--- config.mk ---
export PLATFORM = sky130hd
export DESIGN_NAME = gtrig_unit
export DESIGN_NICKNAME = d
export VERILOG_FILES = /design/src/rtl/gtu_pkg.sv /design/src/rtl/gtu_disc.sv /design/src/rtl/gtu_edge_sync.sv /design/src/rtl/gtu_timebase.sv /design/src/rtl/gtrig_unit.sv
export SDC_FILE = /design/constraint.sdc
export NUM_CORES = 1
export LEC_CHECK = 0
export BUFFER_PORTS_ARGS = -buffer_cell sky130_fd_sc_hd__buf_2
export CORE_ASPECT_RATIO = 0.9
export CORE_MARGIN = 2
export CORE_UTILIZATION = 53
export DETAILED_ROUTE_END_ITERATION = 12
export GPL_TIMING_DRIVEN = 0
export PLACE_DENSITY = 0.91
export SKIP_CTS_REPAIR_TIMING = 1
export SKIP_LAST_GASP = 1
export SYNTH_ARGS = -nofsm -noshare
export SYNTH_HDL_FRONTEND = slang
export SYNTH_SLANG_ARGS = --single-unit
--- constraint.sdc ---
create_clock -name clk -period 11.3 [get_ports clk]
set_input_delay 2.26 -clock clk [delete_from_list [all_inputs] [get_ports clk]]
set_output_delay 2.26 -clock clk [all_outputs]
set_load 0.02 [all_outputs]
--- src/rtl/gtu_pkg.sv ---
// Package: shared source indices for the global trigger unit.
// Assumes: the source-enable vector is ordered software, external, self.
package gtu_pkg;
    localparam int NSRC     = 3;
    localparam int SRC_SW   = 0;
    localparam int SRC_EXT  = 1;
    localparam int SRC_SELF = 2;
endpackage

--- src/rtl/gtu_disc.sv ---
// Module: one channel discriminator. It registers whether the sample is
// strictly above (under=0) or strictly below (under=1) the threshold.
// Assumes: sample and threshold are unsigned codes of equal width.
module gtu_disc #(
    parameter int SW = 12
) (
    input  logic          clk,
    input  logic          rst_n,
    input  logic [SW-1:0] sample,
    input  logic [SW-1:0] thresh,
    input  logic          under,
    output logic          hit
);
    logic past;

    // Compare the sample with the threshold in the selected direction.
    always_comb begin
        past = under ? (sample < thresh) : (sample > thresh);
    end

    // Register the compare result, one cycle of latency.
    always_ff @(posedge clk) begin
        if (!rst_n) hit <= 1'b0;
        else        hit <= past;
    end
endmodule

--- src/rtl/gtu_edge_sync.sv ---
// Module: brings an asynchronous line into the clock domain through two
// flops and emits a one-cycle pulse on each 0-to-1 transition.
// Assumes: the line stays stable for at least two clock periods per level.
module gtu_edge_sync (
    input  logic clk,
    input  logic rst_n,
    input  logic async_in,
    output logic rise
);
    logic [2:0] sh;

    // Shift the line through the synchronizer and the edge-history flop.
    always_ff @(posedge clk) begin
        if (!rst_n) sh <= '0;
        else        sh <= {sh[1:0], async_in};
    end

    // Detect a rising edge on the synchronized level.
    always_comb begin
        rise = sh[1] & ~sh[2];
    end
endmodule

--- src/rtl/gtu_timebase.sv ---
// Module: free-running coarse time counter that advances once every
// TICK_DIV clocks and wraps to zero at its maximum value.
// Assumes: TICK_DIV >= 1.
module gtu_timebase #(
    parameter int TS_W     = 31,
    parameter int TICK_DIV = 4
) (
    input  logic            clk,
    input  logic            rst_n,
    output logic [TS_W-1:0] ts_now
);
    localparam int DW = (TICK_DIV > 1) ? $clog2(TICK_DIV) : 1;
    localparam logic [DW-1:0] DLAST = DW'(TICK_DIV - 1);

    logic [DW-1:0] div;
    logic          tick;

    // Flag the last clock of each tick period.
    always_comb begin
        tick = (div == DLAST);
    end

    // Run the prescaler, restarting it at the end of each period.
    always_ff @(posedge clk) begin
        if (!rst_n)    div <= '0;
        else if (tick) div <= '0;
        else           div <= div + 1'b1;
    end

    // Advance the time counter once per tick, wrapping naturally.
    always_ff @(posedge clk) begin
        if (!rst_n)    ts_now <= '0;
        else if (tick) ts_now <= ts_now + 1'b1;
    end
endmodule

--- src/rtl/gtrig_unit.sv ---
// Module: global trigger and timestamp unit. It merges software, external
// edge and majority self-trigger requests, applies the veto and hold-off,
// drives the global trigger to every channel and to trigger-out, and
// latches the coarse time counter on each trigger.
// Assumes: sw_trig is synchronous to clk; ext_trig_in may be asynchronous.
module gtrig_unit #(
    parameter int NCH      = 8,
    parameter int SW       = 12,
    parameter int TS_W     = 31,
    parameter int TICK_DIV = 4,
    parameter int HOLD_W   = 8
) (
    input  logic                        clk,
    input  logic                        rst_n,
    input  logic                        sw_trig,
    input  logic                        ext_trig_in,
    input  logic                        veto,
    input  logic [2:0]                  src_enable,
    input  logic [NCH-1:0]              ch_enable,
    input  logic [NCH-1:0]              under_mode,
    input  logic [NCH-1:0][SW-1:0]      samples,
    input  logic [NCH-1:0][SW-1:0]      thresholds,
    input  logic [$clog2(NCH+1)-1:0]    maj_level,
    input  logic [HOLD_W-1:0]           holdoff_cycles,
    output logic                        gtrig,
    output logic                        trig_out,
    output logic [NCH-1:0]              ch_trig,
    output logic [$clog2(NCH+1)-1:0]    maj_count,
    output logic [TS_W-1:0]             ts_latched
);
    import gtu_pkg::*;

    localparam int CW = $clog2(NCH + 1);

    logic [NCH-1:0]    hit;
    logic [CW-1:0]     count;
    logic              ext_rise;
    logic [NSRC-1:0]   req;
    logic [HOLD_W-1:0] hold_cnt;
    logic              busy;
    logic              fire;
    logic [TS_W-1:0]   ts_now;

    // One discriminator per channel.
    for (genvar i = 0; i < NCH; i++) begin : g_disc
        gtu_disc #(.SW(SW)) u_disc (
            .clk    (clk),
            .rst_n  (rst_n),
            .sample (samples[i]),
            .thresh (thresholds[i]),
            .under  (under_mode[i]),
            .hit    (hit[i])
        );
    end

    gtu_edge_sync u_ext (
        .clk      (clk),
        .rst_n    (rst_n),
        .async_in (ext_trig_in),
        .rise     (ext_rise)
    );

    gtu_timebase #(.TS_W(TS_W), .TICK_DIV(TICK_DIV)) u_tb (
        .clk    (clk),
        .rst_n  (rst_n),
        .ts_now (ts_now)
    );

    // Count the enabled channels that are past threshold.
    always_comb begin
        count = '0;
        for (int i = 0; i < NCH; i++) begin
            count = count + CW'(hit[i] & ch_enable[i]);
        end
    end

    // Gather the enabled requests and decide whether to fire this cycle.
    always_comb begin
        req[SRC_SW]   = src_enable[SRC_SW]  & sw_trig;
        req[SRC_EXT]  = src_enable[SRC_EXT] & ext_rise;
        req[SRC_SELF] = src_enable[SRC_SELF] & (maj_level != '0) &
                        (count >= maj_level);
        busy          = (hold_cnt != '0);
        fire          = (|req) & ~veto & ~busy;
    end

    // Load the hold-off window on a trigger, then count it down.
    always_ff @(posedge clk) begin
        if (!rst_n)         hold_cnt <= '0;
        else if (fire)      hold_cnt <= holdoff_cycles;
        else if (busy)      hold_cnt <= hold_cnt - 1'b1;
    end

    // Register the global trigger and its copies to channels and trigger-out.
    always_ff @(posedge clk) begin
        if (!rst_n) begin
            gtrig    <= 1'b0;
            trig_out <= 1'b0;
            ch_trig  <= '0;
        end else begin
            gtrig    <= fire;
            trig_out <= fire;
            ch_trig  <= {NCH{fire}};
        end
    end

    // Capture the time counter in the cycle the trigger fires.
    always_ff @(posedge clk) begin
        if (!rst_n)    ts_latched <= '0;
        else if (fire) ts_latched <= ts_now;
    end

    assign maj_count = count;
endmodule

# Yosys cells after proc, flatten, opt, wreduce, memory -nomap -nowiden
# Cells that the tools add are included.
word_totals:
  romBits: 0
  inputBits: 228
  latchBits: 0
  ram_bits: 0
  out_inout_bits: 45
  reg_bits: 85
  n_memories: 0
  word_cells: 77
classes:
  mux: 10
  div_mod_pow: 0
  bitwise: 19
  shifts: 0
  mul: 0
  addsub: 10
  eq_ne: 1
  magnitude_cmp: 17
  n_reduce_logical: 5
ops:
  columns: ["operator", "n"]
  rows:
  - ["> comparator 12 bit", 8]
  - ["< comparator 12 bit", 8]
  - ["adder 31 x 1 -> 31 bit, second input constant", 1]
  - ["adder 4 x 1 -> 4 bit", 4]
  - ["2-to-1 mux 8 bit", 2]
  - ["AND 1 bit", 15]
  - ["2-to-1 mux 1 bit", 8]
  - ["nonzero test 8 bit", 1]
  - ["subtractor 8 x 1 -> 8 bit, second input constant", 1]
  - ["adder 3 x 1 -> 4 bit", 1]
  - ["greater-or-equal comparator 4 bit", 1]
  - ["NOT 1 bit", 4]
  - ["nonzero test 4 bit", 1]
  - ["adder 2 x 1 -> 3 bit", 1]
  - ["OR reduction 3 bit", 1]
  - ["adder 1 x 1 -> 2 bit", 1]
  - ["adder 2 x 1 -> 2 bit, second input constant", 1]
  - ["== test 2 bit, second input constant", 1]
  - ["nonzero test 2 bit", 1]
  - ["OR reduction 2 bit", 1]

# Logic depth before layout (Yosys ltp)
logic_depth:
  depth_word: 14
  depth_mapped: 15

# Hierarchy
# From an unflattened synthesis, not the netlist that was laid out.
hier_totals:
  hier_cells: 807
  hier_area_um2: 6535.0
modules_own_cells:
  columns: ["module", "area_per_inst_um2", "cells_each", "instances"]
  rows:
  - ["gtu_disc", 344.1, 47, 8]
  - ["gtrig_unit", 2159.6, 245, 1]
  - ["gtu_timebase", 1530.2, 179, 1]
  - ["gtu_edge_sync", 92.6, 7, 1]

# Least setup slack after synthesis
# OpenSTA, ideal clock, no wires.
synth_timing:
  kind: "in2out"
  start: "input ch_enable[0]"
  end: "output maj_count[2]"
  required_ns: 9.040
  cell_stages: 8
  arrival_time_ns: 4.882
  slack_ns: 4.158
  n_path_buf: 0
  cell_sequence: "nand2_1 > fa_1 > fa_1 > inv_1 > fa_1 > ha_1 > fa_1 > xor2_1"
synth_between:
  elab_chain_len: 8
synth_rtl:
  columns: ["item", "line_no", "source"]
  rows:
  - ["from (decl)", "gtrig_unit.sv:19", "input logic [NCH-1:0] ch_enable,"]
  - ["AND 1 bit", "gtrig_unit.sv:73", "count = count + CW'(hit[i] & ch_enable[i]);"]
  - ["adder 1 x 1 -> 2 bit", "gtrig_unit.sv:73", null]
  - ["adder 2 x 1 -> 3 bit", "gtrig_unit.sv:73", null]
  - ["adder 3 x 1 -> 4 bit", "gtrig_unit.sv:73", null]
  - ["adder 4 x 1 -> 4 bit (4 in series)", "gtrig_unit.sv:73", null]
  - ["to (decl)", "gtrig_unit.sv:28", "output logic [$clog2(NCH+1)-1:0] maj_count,"]
# No other way between the ends.

# Final worst setup path
# Same ends and word-level chain as after synthesis.

==> impl_results.md <==
- Worst setup SP type: input pin
- Final wirelength: 17,400 µm
- Seq/Total Area, Yosys: 26.7%
- Ys flop type: dfxtp_1
- Clock Skews: 6.38 ps
- Reg power frac: 35.9%
- Setup tns final: 0 ps
- DRT antenna net count: 0
- Die width: 119 µm
- Core Box Area: 11,500 µm²
- GRT overflow: 0
- Sw Pwr: 285 µW
- Vias per Instance: 5.21
- First-pass GRT wire length: 28,000 µm
- CP max stage cell: fa_1
- DRT iter0 DRCs: 305
- Internal: 619 µW
- Crit Path Max Fanout: 2
- Syn Nets: 1,112
- Rows: 37
- Fin nets: 1,395
- Avg Cell Area, Syn: 8.14 µm²
- Hold WS: 439 ps
- Number of synthesized flops with an enable pin: 0
- CTS tree: done
- Layout cells sized above 1: 28.8%
- Top cell by count, worst path: fa_1
- Seq cells post-synth: 84
- I/O pins: 273
- Leak Pwr: 0.00435 µW
- Max_cap viols: 0
- 1st-pass router iterations: 4
- Distinct cell type count after synthesis: 47
- Clock network fraction of total power: 34.2%
- Initial Utilization: 54.7%
- Final Util: 70.9%
- Die height: 107 µm
- DRC: 0
- PD cells: 111 nW/µm²
- Initial antenna violation count: 2
- CP Capture Type: output port
- # port buffers: 272
- Reg clk slew, reported paths: 70 ps
- Worst EP arrival: 5080 ps
- Final Hold Viols: 0
- Die area: 12,800 µm²
- Worst Path Required: 9040 ps
- Routability cong.: 0.943
- Total CTS buffers: 9
- Clock Path Buffers: 2
- Detail Placement HPWL: 14,500 µm
- HP Class: reg -> reg
- Net Sw Frac: 31.5%
- Root buffer cell: clkbuf_16
- Fraction of registers with async set/reset: 0%
- Critical Path Max Stage Delay: 540 ps
- Fin crit share: 65.0%
- Finish-stage setup viols: 0
- Combinational share of power: 29.8%
- Fmax: 136 MHz
- Maximum vdd drop: 0.0986 mV
- Area grow syn2layout: 29.7%
- Via Count: 6,359
- Critical path cell sequence: buf_2, nand2_1, fa_1, fa_1, inv_1, fa_1, ha_1, fa_1, xor2_1, buf_2
- Status: finished, final reports clean
- Worst slew margin: 37.9%
- Cell area after synthesis: 6300 µm²
- RSZ-0062 raised after global routing: false
- Final Max Slew Viols: 0
- Largest net degree at the start of global routing: 18
- Vias in the first global route: 6,201
- Critical setup path kind: in -> out
- YS warnings: 0
- Clk_lat worst skew: 340 ps
- Routed WL per cell: 14.2 µm
- Worst Max-Slew Pin Slew: 925 ps
- Clock Sink Count: 84
- Synth Instances: 774
- Number of H-tree levels: 3
- Crit path time final: 7340 ps
- Aggregate global-route resource usage: 27.2%
power by group through the flow:
stage	Clock [µW]	Sequential (µW)	Combinational [µW]
2_1_floorplan	0	328	183
3_3_place_gp	0	331	259
3_5_place_dp	0	331	267
4_1_cts	313	324	270
5_1_grt	325	327	304
6_report	310	325	270
per-layer routing:
metal | vias to the layer above | GRT usage, % | part of all wire, %
met2 | 230 | 47.7 | 47
met4 | 0 | 8.33 | 3.1
met5 | - | 0 | 0
met3 | 45 | 7.31 | 7.4
li1 | 3232 | - | -
met1 | 2852 | 32.4 | 42
final timing paths:
kind                   startpoint              to  slack (ps)  depth (start not counted)
min                   u_tb.div[0]     u_tb.div[0]         440                          1
min reg2reg           u_tb.div[0]     u_tb.div[0]         440                          1
max                  ch_enable[0]    maj_count[2]        3960                         10
max reg2reg  g_disc[0].u_disc.hit  ts_latched[29]        6830                         15
synth_stat cells (2+ instances only):
cell type / count / area, µm²
inv_1: 121 / 454
ha_1: 106 / 1330
nand2_1: 106 / 398
dfxtp_1: 84 / 1680
a21oi_1: 45 / 225
nor2_1: 35 / 131
mux2i_1: 33 / 330
nand3_1: 25 / 125
nand4_1: 25 / 156
xor2_1: 23 / 201
o21ai_0: 19 / 95.1
nor3_1: 17 / 85.1
clkbuf_1: 14 / 52.6
and3_1: 11 / 68.8
a221oi_1: 10 / 87.6
xnor2_1: 10 / 87.6
and4_1: 9 / 78.8
buf_4: 9 / 67.6
and2_1: 8 / 50.1
o22ai_1: 8 / 50.1
a311o_1: 7 / 70.1
a41o_1: 7 / 70.1
a31oi_1: 5 / 31.3
fa_1: 4 / 80.1
buf_8: 3 / 45.0
nor4_1: 3 / 18.8
a21o_1: 2 / 15.0
buf_1: 2 / 7.51
nand2b_1: 2 / 12.5
o21a_1: 2 / 15.0
o31ai_1: 2 / 15.0
or3_1: 2 / 12.5
final cells by class:
type,instances,area (µm²)
clock buffer,9,225
multi-input combinational,540,3980
inverter,121,454
timing repair buffer,272,1360
buffer,29,184
sequential,84,1680
clock inverter,7,85.1
fill,889,3350
antenna,2,5.00
tap,156,195
flip-flops by register name (all words and copies together) (netlist names):
register,cells
g_disc.u_disc.hit,8
u_ext.sh,3
u_tb.div,2
u_tb.ts_now,31
hold_cnt,8
ch_trig,1
ts_latched,31
stage by stage:
stage | area [µm²] | worst slack, ps | cells | total power [µW]
final | 8170 | 3960 | 1220 | 904
after global routing | 8170 | 3830 | 1219 | 956
after CTS | 8170 | 3950 | 1218 | 908
after detailed placement | 7860 | 3940 | 1202 | 598
after global placement | 7860 | 4010 | 1202 | 590
after floorplan | 6300 | 4160 | 774 | 511
critical path, delay by kind of cell:
family                   cells  cell delay [ps]
AND/OR/NAND/NOR              1               60
adder cells (fa/ha/maj)      5             2160
XOR/XNOR                     1              240
buffers and inverters        3              350
kinds of logic after synthesis:
kind of cell             Yosys count  synth area share (%)
buffers and inverters            150                  10.1
multiplexers                      33                  5.24
XOR/XNOR                          33                  4.59
AO/OA/AOI/OAI                    111                  11.2
AND/OR/NAND/NOR                  253                  19.9
adder cells (fa/ha/maj)          110                  22.3
flip-flops                        84                  26.7
layout by cell type, fill, tap and decap left out, types with 23 or more instances in the layout:
| master | n |
|---|---|
| buf_2 | 272 |
| inv_1 | 121 |
| nand2_1 | 106 |
| nand4_1 | 25 |
| ha_1 | 106 |
| nor2_1 | 35 |
| nand3_1 | 25 |
| a21oi_1 | 45 |
| xor2_1 | 23 |
| dfxtp_1 | 84 |
| mux2i_1 | 33 |
(Power assumes the default switching activity.)
